File: src/rtl/intc_pkg.sv
package intc_pkg;
  typedef logic [1:0] prio_t;

  localparam prio_t PRIO_OFF  = 2'd0;
  localparam prio_t PRIO_LOW  = 2'd1;
  localparam prio_t PRIO_MID  = 2'd2;
  localparam prio_t PRIO_HIGH = 2'd3;

  typedef enum logic [2:0] {
    RA_PEND   = 3'd0,
    RA_LVL_A  = 3'd1,
    RA_LVL_B  = 3'd2,
    RA_RISE   = 3'd3,
    RA_FALL   = 3'd4,
    RA_CTRL   = 3'd5
  } reg_addr_e;
endpackage

File: src/rtl/intc_edge_sync.sv
module intc_edge_sync #(
  parameter int W = 8
) (
  input  logic         clk,
  input  logic         rst_n,
  input  logic [W-1:0] pin,
  input  logic [W-1:0] rise_en,
  input  logic [W-1:0] fall_en,
  output logic [W-1:0] evt
);
  for (genvar j = 0; j < W; j++) begin : g_pin
    logic meta_q, sync_q, prev_q;
    always_ff @(posedge clk or negedge rst_n) begin
      if (!rst_n) begin
        meta_q <= 1'b0;
        sync_q <= 1'b0;
        prev_q <= 1'b0;
      end else begin
        meta_q <= pin[j];
        sync_q <= meta_q;
        prev_q <= sync_q;
      end
    end
    assign evt[j] = (rise_en[j] &  sync_q & ~prev_q)
                  | (fall_en[j] & ~sync_q &  prev_q);
  end
endmodule

File: src/rtl/intc_pend_bank.sv
module intc_pend_bank #(
  parameter int          N         = 24,
  parameter logic [N-1:0] CONT_MASK = '0,
  localparam int         VW        = $clog2(N)
) (
  input  logic          clk,
  input  logic          rst_n,
  input  logic [N-1:0]  set_evt,
  input  logic [N-1:0]  sw_clr,
  input  logic          ack_fire,
  input  logic [VW-1:0] ack_vec,
  output logic [N-1:0]  pend
);
  logic [N-1:0] ack_clr;

  always_comb begin
    ack_clr = '0;
    for (int i = 0; i < N; i++) begin
      if (ack_fire && (ack_vec == VW'(i)) && !CONT_MASK[i]) ack_clr[i] = 1'b1;
    end
  end

  always_ff @(posedge clk or negedge rst_n) begin
    if (!rst_n) pend <= '0;
    else        pend <= (pend & ~(sw_clr | ack_clr)) | set_evt;
  end
endmodule

File: src/rtl/intc_arbiter.sv
module intc_arbiter
  import intc_pkg::*;
#(
  parameter int N  = 24,
  localparam int VW = $clog2(N)
) (
  input  logic [N-1:0]  pend,
  input  logic [N-1:0]  lvl_a,
  input  logic [N-1:0]  lvl_b,
  output logic          hit,
  output logic [VW-1:0] vec
);
  logic [N-1:0]  lvl_mask [1:3];
  logic [3:1]    lvl_hit;
  logic [VW-1:0] lvl_vec  [1:3];

  for (genvar lv = 1; lv <= 3; lv++) begin : g_lvl
    always_comb begin
      for (int i = 0; i < N; i++) begin
        lvl_mask[lv][i] = pend[i] && ({lvl_b[i], lvl_a[i]} == prio_t'(lv));
      end
    end
    always_comb begin
      lvl_hit[lv] = 1'b0;
      lvl_vec[lv] = '0;
      for (int i = N - 1; i >= 0; i--) begin
        if (lvl_mask[lv][i]) begin
          lvl_hit[lv] = 1'b1;
          lvl_vec[lv] = VW'(i);
        end
      end
    end
  end

  always_comb begin
    hit = |lvl_hit;
    if (lvl_hit[3])      vec = lvl_vec[3];
    else if (lvl_hit[2]) vec = lvl_vec[2];
    else                 vec = lvl_vec[1];
  end
endmodule

File: src/rtl/intc_prio3.sv
module intc_prio3
  import intc_pkg::*;
#(
  parameter int                N_SRC     = 24,
  parameter int                N_GPIO    = 8,
  parameter logic [N_SRC-1:0]  CONT_MASK = 24'h000030,
  localparam int               N_PER     = N_SRC - N_GPIO,
  localparam int               VW        = $clog2(N_SRC)
) (
  input  logic             clk,
  input  logic             rst_n,
  input  logic [N_PER-1:0] periph_req,
  input  logic [N_GPIO-1:0] gpio_pin,
  input  logic             reg_wr,
  input  logic [2:0]       reg_addr,
  input  logic [N_SRC-1:0] reg_wdata,
  output logic [N_SRC-1:0] reg_rdata,
  output logic             irq_valid,
  input  logic             irq_ready,
  output logic [VW-1:0]    irq_vec
);
  logic [N_SRC-1:0]  lvl_a, lvl_b, pend, set_evt, sw_clr;
  logic [N_GPIO-1:0] rise_en, fall_en, gpio_evt;
  logic              master, hit, ack_fire;

  always_ff @(posedge clk or negedge rst_n) begin
    if (!rst_n) begin
      lvl_a   <= '0;
      lvl_b   <= '0;
      rise_en <= '0;
      fall_en <= '0;
      master  <= 1'b0;
    end else if (reg_wr) begin
      case (reg_addr)
        RA_LVL_A: lvl_a   <= reg_wdata;
        RA_LVL_B: lvl_b   <= reg_wdata;
        RA_RISE:  rise_en <= reg_wdata[N_GPIO-1:0];
        RA_FALL:  fall_en <= reg_wdata[N_GPIO-1:0];
        RA_CTRL:  master  <= reg_wdata[0];
        default:  ;
      endcase
    end
  end

  always_comb begin
    case (reg_addr)
      RA_PEND:  reg_rdata = pend;
      RA_LVL_A: reg_rdata = lvl_a;
      RA_LVL_B: reg_rdata = lvl_b;
      RA_RISE:  reg_rdata = N_SRC'(rise_en);
      RA_FALL:  reg_rdata = N_SRC'(fall_en);
      RA_CTRL:  reg_rdata = N_SRC'(master);
      default:  reg_rdata = '0;
    endcase
  end

  assign sw_clr  = (reg_wr && reg_addr == RA_PEND) ? reg_wdata : '0;
  assign set_evt = {gpio_evt, periph_req};

  intc_edge_sync #(.W(N_GPIO)) u_edge (
    .clk(clk), .rst_n(rst_n), .pin(gpio_pin),
    .rise_en(rise_en), .fall_en(fall_en), .evt(gpio_evt)
  );

  intc_arbiter #(.N(N_SRC)) u_arb (
    .pend(pend), .lvl_a(lvl_a), .lvl_b(lvl_b), .hit(hit), .vec(irq_vec)
  );

  assign irq_valid = master & hit;
  assign ack_fire  = irq_valid & irq_ready;

  intc_pend_bank #(.N(N_SRC), .CONT_MASK(CONT_MASK)) u_pend (
    .clk(clk), .rst_n(rst_n), .set_evt(set_evt), .sw_clr(sw_clr),
    .ack_fire(ack_fire), .ack_vec(irq_vec), .pend(pend)
  );
endmodule

File: config.mk
export PLATFORM = sky130hd
export DESIGN_NAME = intc_prio3
export DESIGN_NICKNAME = d
export VERILOG_FILES = /design/src/rtl/intc_pkg.sv /design/src/rtl/intc_edge_sync.sv /design/src/rtl/intc_pend_bank.sv /design/src/rtl/intc_arbiter.sv /design/src/rtl/intc_prio3.sv
export SDC_FILE = /design/constraint.sdc
export NUM_CORES = 1
export LEC_CHECK = 0
export CORE_MARGIN = 2
export CORE_UTILIZATION = 60
export CTS_BUF_LIST = sky130_fd_sc_hd__clkbuf_16
export DETAILED_ROUTE_END_ITERATION = 10
export PLACE_DENSITY = 0.86
export REMOVE_ABC_BUFFERS = 1
export SYNTH_ARGS = -nofsm -noshare
export SYNTH_HDL_FRONTEND = slang
export SYNTH_SLANG_ARGS = --single-unit
File: constraint.sdc
create_clock -name clk -period 4.9 [get_ports clk]
set_clock_uncertainty 0.1 [all_clocks]
set_input_delay 0.735 -clock clk [delete_from_list [all_inputs] [get_ports clk]]
set_output_delay 0.735 -clock clk [all_outputs]
set_load 0.05 [all_outputs]
; Word-level counts from Yosys, hierarchy flattened
; Index checks and enable logic that the tools add are counted.
[op_classes]
n_eq_ne = 98
n_mux = 170
bitwise_logic = 62
reduce_logical = 103
[ops]
columns = op, n
row1 = 2-to-1 mux 5 bit, 74
row2 = case mux 24 bit (6 select lines), 1
row3 = == test 2 bit (second input constant), 48
row4 = logical AND 1 bit, 95
row5 = 2-to-1 mux 1 bit, 94
row6 = == test 2 x 1 -> 1 bit (second input constant), 24
row7 = bitwise OR 24 bit, 2
row8 = == test 5 x 4 -> 1 bit (second input constant), 8
row9 = == test 5 bit (second input constant), 8
row10 = AND 1 bit, 34
row11 = AND 24 bit, 1
row12 = 2-to-1 mux 24 bit, 1
row13 = inverter 24 bit, 1
row14 = inverter 1 bit, 16
row15 = == test 5 x 2 -> 1 bit (second input constant), 2
row16 = == test 5 x 3 -> 1 bit (second input constant), 2
row17 = AND reduction 2 bit, 5
row18 = bitwise OR 1 bit, 8
row19 = == test 3 x 2 -> 1 bit (second input constant), 2
row20 = == test 3 bit (second input constant), 2
row21 = == test 5 x 1 -> 1 bit (second input constant), 1
row22 = zero test 5 bit, 1
row23 = == test 3 x 1 -> 1 bit (second input constant), 1
row24 = zero test 3 bit, 1
row25 = OR reduction 3 bit, 1
[word_totals]
reg_bits = 113
in_bits = 55
out_inout_bits = 30

; Logic depth before layout (Yosys ltp)
[logic_depth]
word_depth = 35
mapped_depth = 11

; Cells and area by module
; Synthesis repeated with hierarchy kept, for this count alone.
[unflattened]
cells_unflattened = 682
area_unflattened_um2 = 6969.2
[modules_own_cells]
columns = mod, instances, cells_each, area_each_um2, seq_area_each_um2
row1 = intc_prio3, 1, 300, 3507.1, 1626.6
row2 = intc_arbiter, 1, 230, 1501.4, 0.0
row3 = intc_pend_bank, 1, 104, 1247.4, 600.6
row4 = intc_edge_sync, 1, 48, 713.2, 600.6

; Least setup slack after synthesis
; OpenSTA, ideal clock, no wires.
[synth_timing]
path_type = register to register
from = register u_pend.pend[6]
to = register u_pend.pend[22]
arrival_time_ns = 3.472
required_time_ns = 4.680
path_slack_ns = 1.208
path_stages_with_launch = 9
path_buffers = 0
period_less_slack_ns = 3.692
path_cell_list = dfrtp_1 -> and3b_1 -> or4_4 -> nor4_1 -> o31ai_1 -> a31oi_1 -> nand2_1 -> or4_1 -> a31o_1
[synth_between]
elab_chain_cells = 17
word_cells_on_any_way = 57
cone_classes = eq/ne (1) / mux (45) / bitwise (6) / reduce/logical (5)
[synth_lines]
columns = item, line
row1 = start: declaration, intc_pend_bank.sv:12  ; output logic [N-1:0] pend
row2 = start signal: assignment, intc_pend_bank.sv:25  ; else pend <= (pend & ~(sw_clr | ack_clr)) | set_evt;
row3 = logical AND 1 bit, intc_arbiter.sv:20  ; lvl_mask[lv][i] = pend[i] && ({lvl_b[i], lvl_a[i]} == prio_t'(lv));
row4 = 2-to-1 mux 5 bit / 2-to-1 mux 1 bit (equally long branches) (7 in a row), intc_arbiter.sv:27  ; if (lvl_mask[lv][i]) begin
row5 = 2-to-1 mux 5 bit, intc_arbiter.sv:38  ; else if (lvl_hit[2]) vec = lvl_vec[2];
row6 = 2-to-1 mux 5 bit *, intc_arbiter.sv:37  ; if (lvl_hit[3]) vec = lvl_vec[3];
row7 = via irq_vec[4], intc_prio3.sv:20  ; output logic [VW-1:0] irq_vec
row8 = == test 5 bit *, intc_pend_bank.sv:19  ; if (ack_fire && (ack_vec == VW'(i)) && !CONT_MASK[i]) ack_clr[i] = 1'b1;
row9 = logical AND 1 bit *, intc_pend_bank.sv:19
row10 = 2-to-1 mux 1 bit *, intc_pend_bank.sv:19
row11 = bitwise OR 24 bit *, intc_pend_bank.sv:25
row12 = inverter 24 bit *, intc_pend_bank.sv:25
row13 = AND 24 bit *, intc_pend_bank.sv:25
row14 = bitwise OR 24 bit *, intc_pend_bank.sv:25
; Mark *: on every way through the listed nets, which the timed path passes. The rest lies on a longest branch.
; A chain may end at the register's enable or synchronous reset.

; Final worst setup path
[layout_timing]
from = register u_pend.pend[7]
to = output port irq_vec[0]
[layout_between]
elab_chain_cells = 11
word_cells_on_any_way = 45
cone_classes = mux (42) / reduce/logical (3)
[layout_lines]
columns = item, line
row1 = logical AND 1 bit, intc_arbiter.sv:20
row2 = 2-to-1 mux 5 bit / 2-to-1 mux 1 bit (equally long branches) (8 in a row), intc_arbiter.sv:27
row3 = 2-to-1 mux 5 bit, intc_arbiter.sv:38
row4 = 2-to-1 mux 5 bit *, intc_arbiter.sv:37
row5 = end: declaration, intc_prio3.sv:20
; Every way passes the cells marked *; elsewhere a longest branch is shown, timed or not.

==> run metrics <==
clock sink count=113; footprint of the multi-input gates=0.00355 mm^2; Die Y=108 um; Detailed Route Iter0 Violations=826; sequential cell area fraction in the yosys report=43.3%; synthesized area per cell=9.60 um^2; dpl cell area=0.00772 mm^2; TritonCTS Buffers=17; worst reg-to-reg path cell count=9; critical path's slowest cell=clkdlybuf4s50_1; Startpoint Class=flop; Layout area overhead=27.1%; CP startpoint=u_pend.pend[7]$_DFF_PN0_; top post-synthesis cells by count=dfrtp_1 (113), nand2_1 (70), nor2_1 (66), mux2_2 (64), nand3b_1 (38); die width=108 um; main area contributors after synthesis=dfrtp_1 (43%), mux2_2 (11%), mux2i_1 (4.6%), nand3b_1 (4.4%), nand2_1 (4.0%); Setup violations, final=0; Worst EP required=4.07 ns; outcome=finished, final reports clean; Starting Density=60.8%; final instance area=0.00830 mm^2; end of the critical path=irq_vec[0]; DP HPWL=16900 um; Core ar.=0.0107 mm^2; clock buffer depth=2; r2r startpoint=u_pend.pend[7]$_DFF_PN0_; die area=0.0117 mm^2; RSZ-0062 raised after global routing=no; worst-skew pair later-pin latency=0.42 ns; H-tree depth=4; Yosys cell types=59; fin. max-slew vios=0; Worst-Margin Slew=1.02 ns; Final nets=830; Worst setup EP type=output pin; first-pass iteration count of the detailed router=6; Overall Global Routing Usage=41.8%; EDFF count, synth=0; normalized max-slew margin=32.3%; Crit path largest cell delay=0.82 ns; Synth top area share=43.3%; final hold vios=0; LEAKAGE=3.51 nW; DRT antenna net count=0; Post-synth top flop=dfrtp_1; vias=6453; FFs w/ async S/R, synth=100%; Filler Cell Count=642; CTS clock-pin slew for the worst setup and hold paths=0.06 ns; Yosys reg bits=113; largest net degree at the start of global routing=78; Worst VDD drop=0.000485 V; worst-path cell chain=and3b_1 > or4_4 > nor4_1 > nand4_1 > nand4b_1 > and3_1 > inv_4 > clkdlybuf4s50_1; vias in the first global route=6447; max-cap viol count=0; first-pass GRT wire length=36000 um; Critical Path Fanout Max=10; minimum clock period=4.60 ns; hold_buf cts=0; Worst Path Arrival=3.76 ns; initial antenna violation count=0; Wirelength per Cell=25.4 um; Cells after Synth=680; Hold Path Class=reg -> reg; Fin Setup TNS=0 ns; I/O pin total=85; warning count from the yosys run=0; Max Freq=0.218 GHz; DR DRC count=0; diode count=0; period utilization=93.8%; # port buffers=84; flop-to-flop setup slack=1.10 ns; count leader, synth=dfrtp_1; postcts setup bufs=0; via/cell ratio=6.95; PwrDens=484 mW/mm^2; RePlAce Congestion=0.962; Critical R2R Capture=u_pend.pend[22]$_DFF_PN0_; Yosys top cell by area=dfrtp_1; share of post-route cells with drive strength above 1=18.8%; Setup CP Type=reg -> out; CTS tree=done; total grt overflow=0; CTS Root Cell=clkbuf_16; final wirelength=23600 um; Mapped Area=0.00653 mm^2; std cell rows=38; storage element area=0.00283 mm^2
layer usage:
layer  share of wire, %  vias to the layer above  track usage [%]
met3                9.3                       96             11.9
met1                 38                     3122             51.9
met4                4.1                        0             17.1
li1                   -                     2752                -
met5                  0                        -                0
met2                 48                      483             68.8
how the worst min path moves through the flow:
stage / startpoint / end / slack (ns) / cells after the start
after floorplan: u_edge.g_pin[0].meta_q$_DFF_PN0_ / u_edge.g_pin[0].sync_q$_DFF_PN0_ / 0.23 / 0
after global placement: u_edge.g_pin[1].meta_q$_DFF_PN0_ / u_edge.g_pin[1].sync_q$_DFF_PN0_ / 0.23 / 0
after detailed placement: u_edge.g_pin[7].meta_q$_DFF_PN0_ / u_edge.g_pin[7].sync_q$_DFF_PN0_ / 0.24 / 0
after CTS: u_edge.g_pin[1].meta_q$_DFF_PN0_ / u_edge.g_pin[1].sync_q$_DFF_PN0_ / 0.25 / 0
after global routing: u_edge.g_pin[1].meta_q$_DFF_PN0_ / u_edge.g_pin[1].sync_q$_DFF_PN0_ / 0.25 / 0
final: u_edge.g_pin[1].meta_q$_DFF_PN0_ / u_edge.g_pin[1].sync_q$_DFF_PN0_ / 0.26 / 0
cells by family (layout without fill, tap and decap cells):
group,count (synthesis),count (layout),share of synthesized area (%)
buf+inv,40,148,2.61
compound gates,126,126,12.8
simple gates,307,307,25.7
flops,113,113,43.3
mux,94,94,15.6
flip-flops by register name, summed over array words and instances, names as in the netlist:
name,count
lvl_a,24
u_edge.g_pin.prev_q,8
u_pend.pend,24
master,1
fall_en,8
u_edge.g_pin.sync_q,8
rise_en,8
lvl_b,24
u_edge.g_pin.meta_q,8
cell type report:
cell class,count,share of cell area [%]
multi-input cells,527,42.7
flip-flops and latches,113,34.1
repair buffers,103,13.5
clock buffers,17,5.13
well taps,140,2.11
clock inverters,15,1.78
inverters,13,0.618
what timing repair did:
action                                 4_1_cts  5_1_grt
endpoints found under the hold margin        0        0
setup endpoints to repair                    0        1
resized for setup                            0        1
critical path: cells and delay by family, from the launching register on:
family                 cells  cell delay [ns]
flip-flops                 1             0.47
buffers and inverters      2             0.94
AND/OR/NAND/NOR            6             1.93
report_power, final:
group | leakage (nW) | internal [mW] | switching (mW)
logic | 1.95 | 0.579 | 0.935
registers | 1.28 | 1.09 | 0.205
clock network | 0.279 | 0.742 | 0.466
placed cells by master, fill, tap and decap left out, drive strengths merged, types with 30 or more instances in the layout:
cell and instances:
nand3b 38, nand2 70, a21oi 32, clkdlybuf4s50 59
nand3 33, mux2i 30, dfrtp 113, nor2 66
buf 43, mux2 64
metrics by stage:
step	hold WS [ns]	setup slack, ns	utilization [%]	instances	power (mW)
3_5_place_dp	0.237	0.508	71.9	896	2.74
5_1_grt	0.255	0.108	77.2	928	4.16
3_3_place_gp	0.235	0.589	71.9	896	2.69
4_1_cts	0.253	0.0302	77.2	928	3.97
2_1_floorplan	0.231	1.21	-	653	2.16
6_report	0.256	0.303	77.2	928	4.01
(Power assumes the default switching activity.)
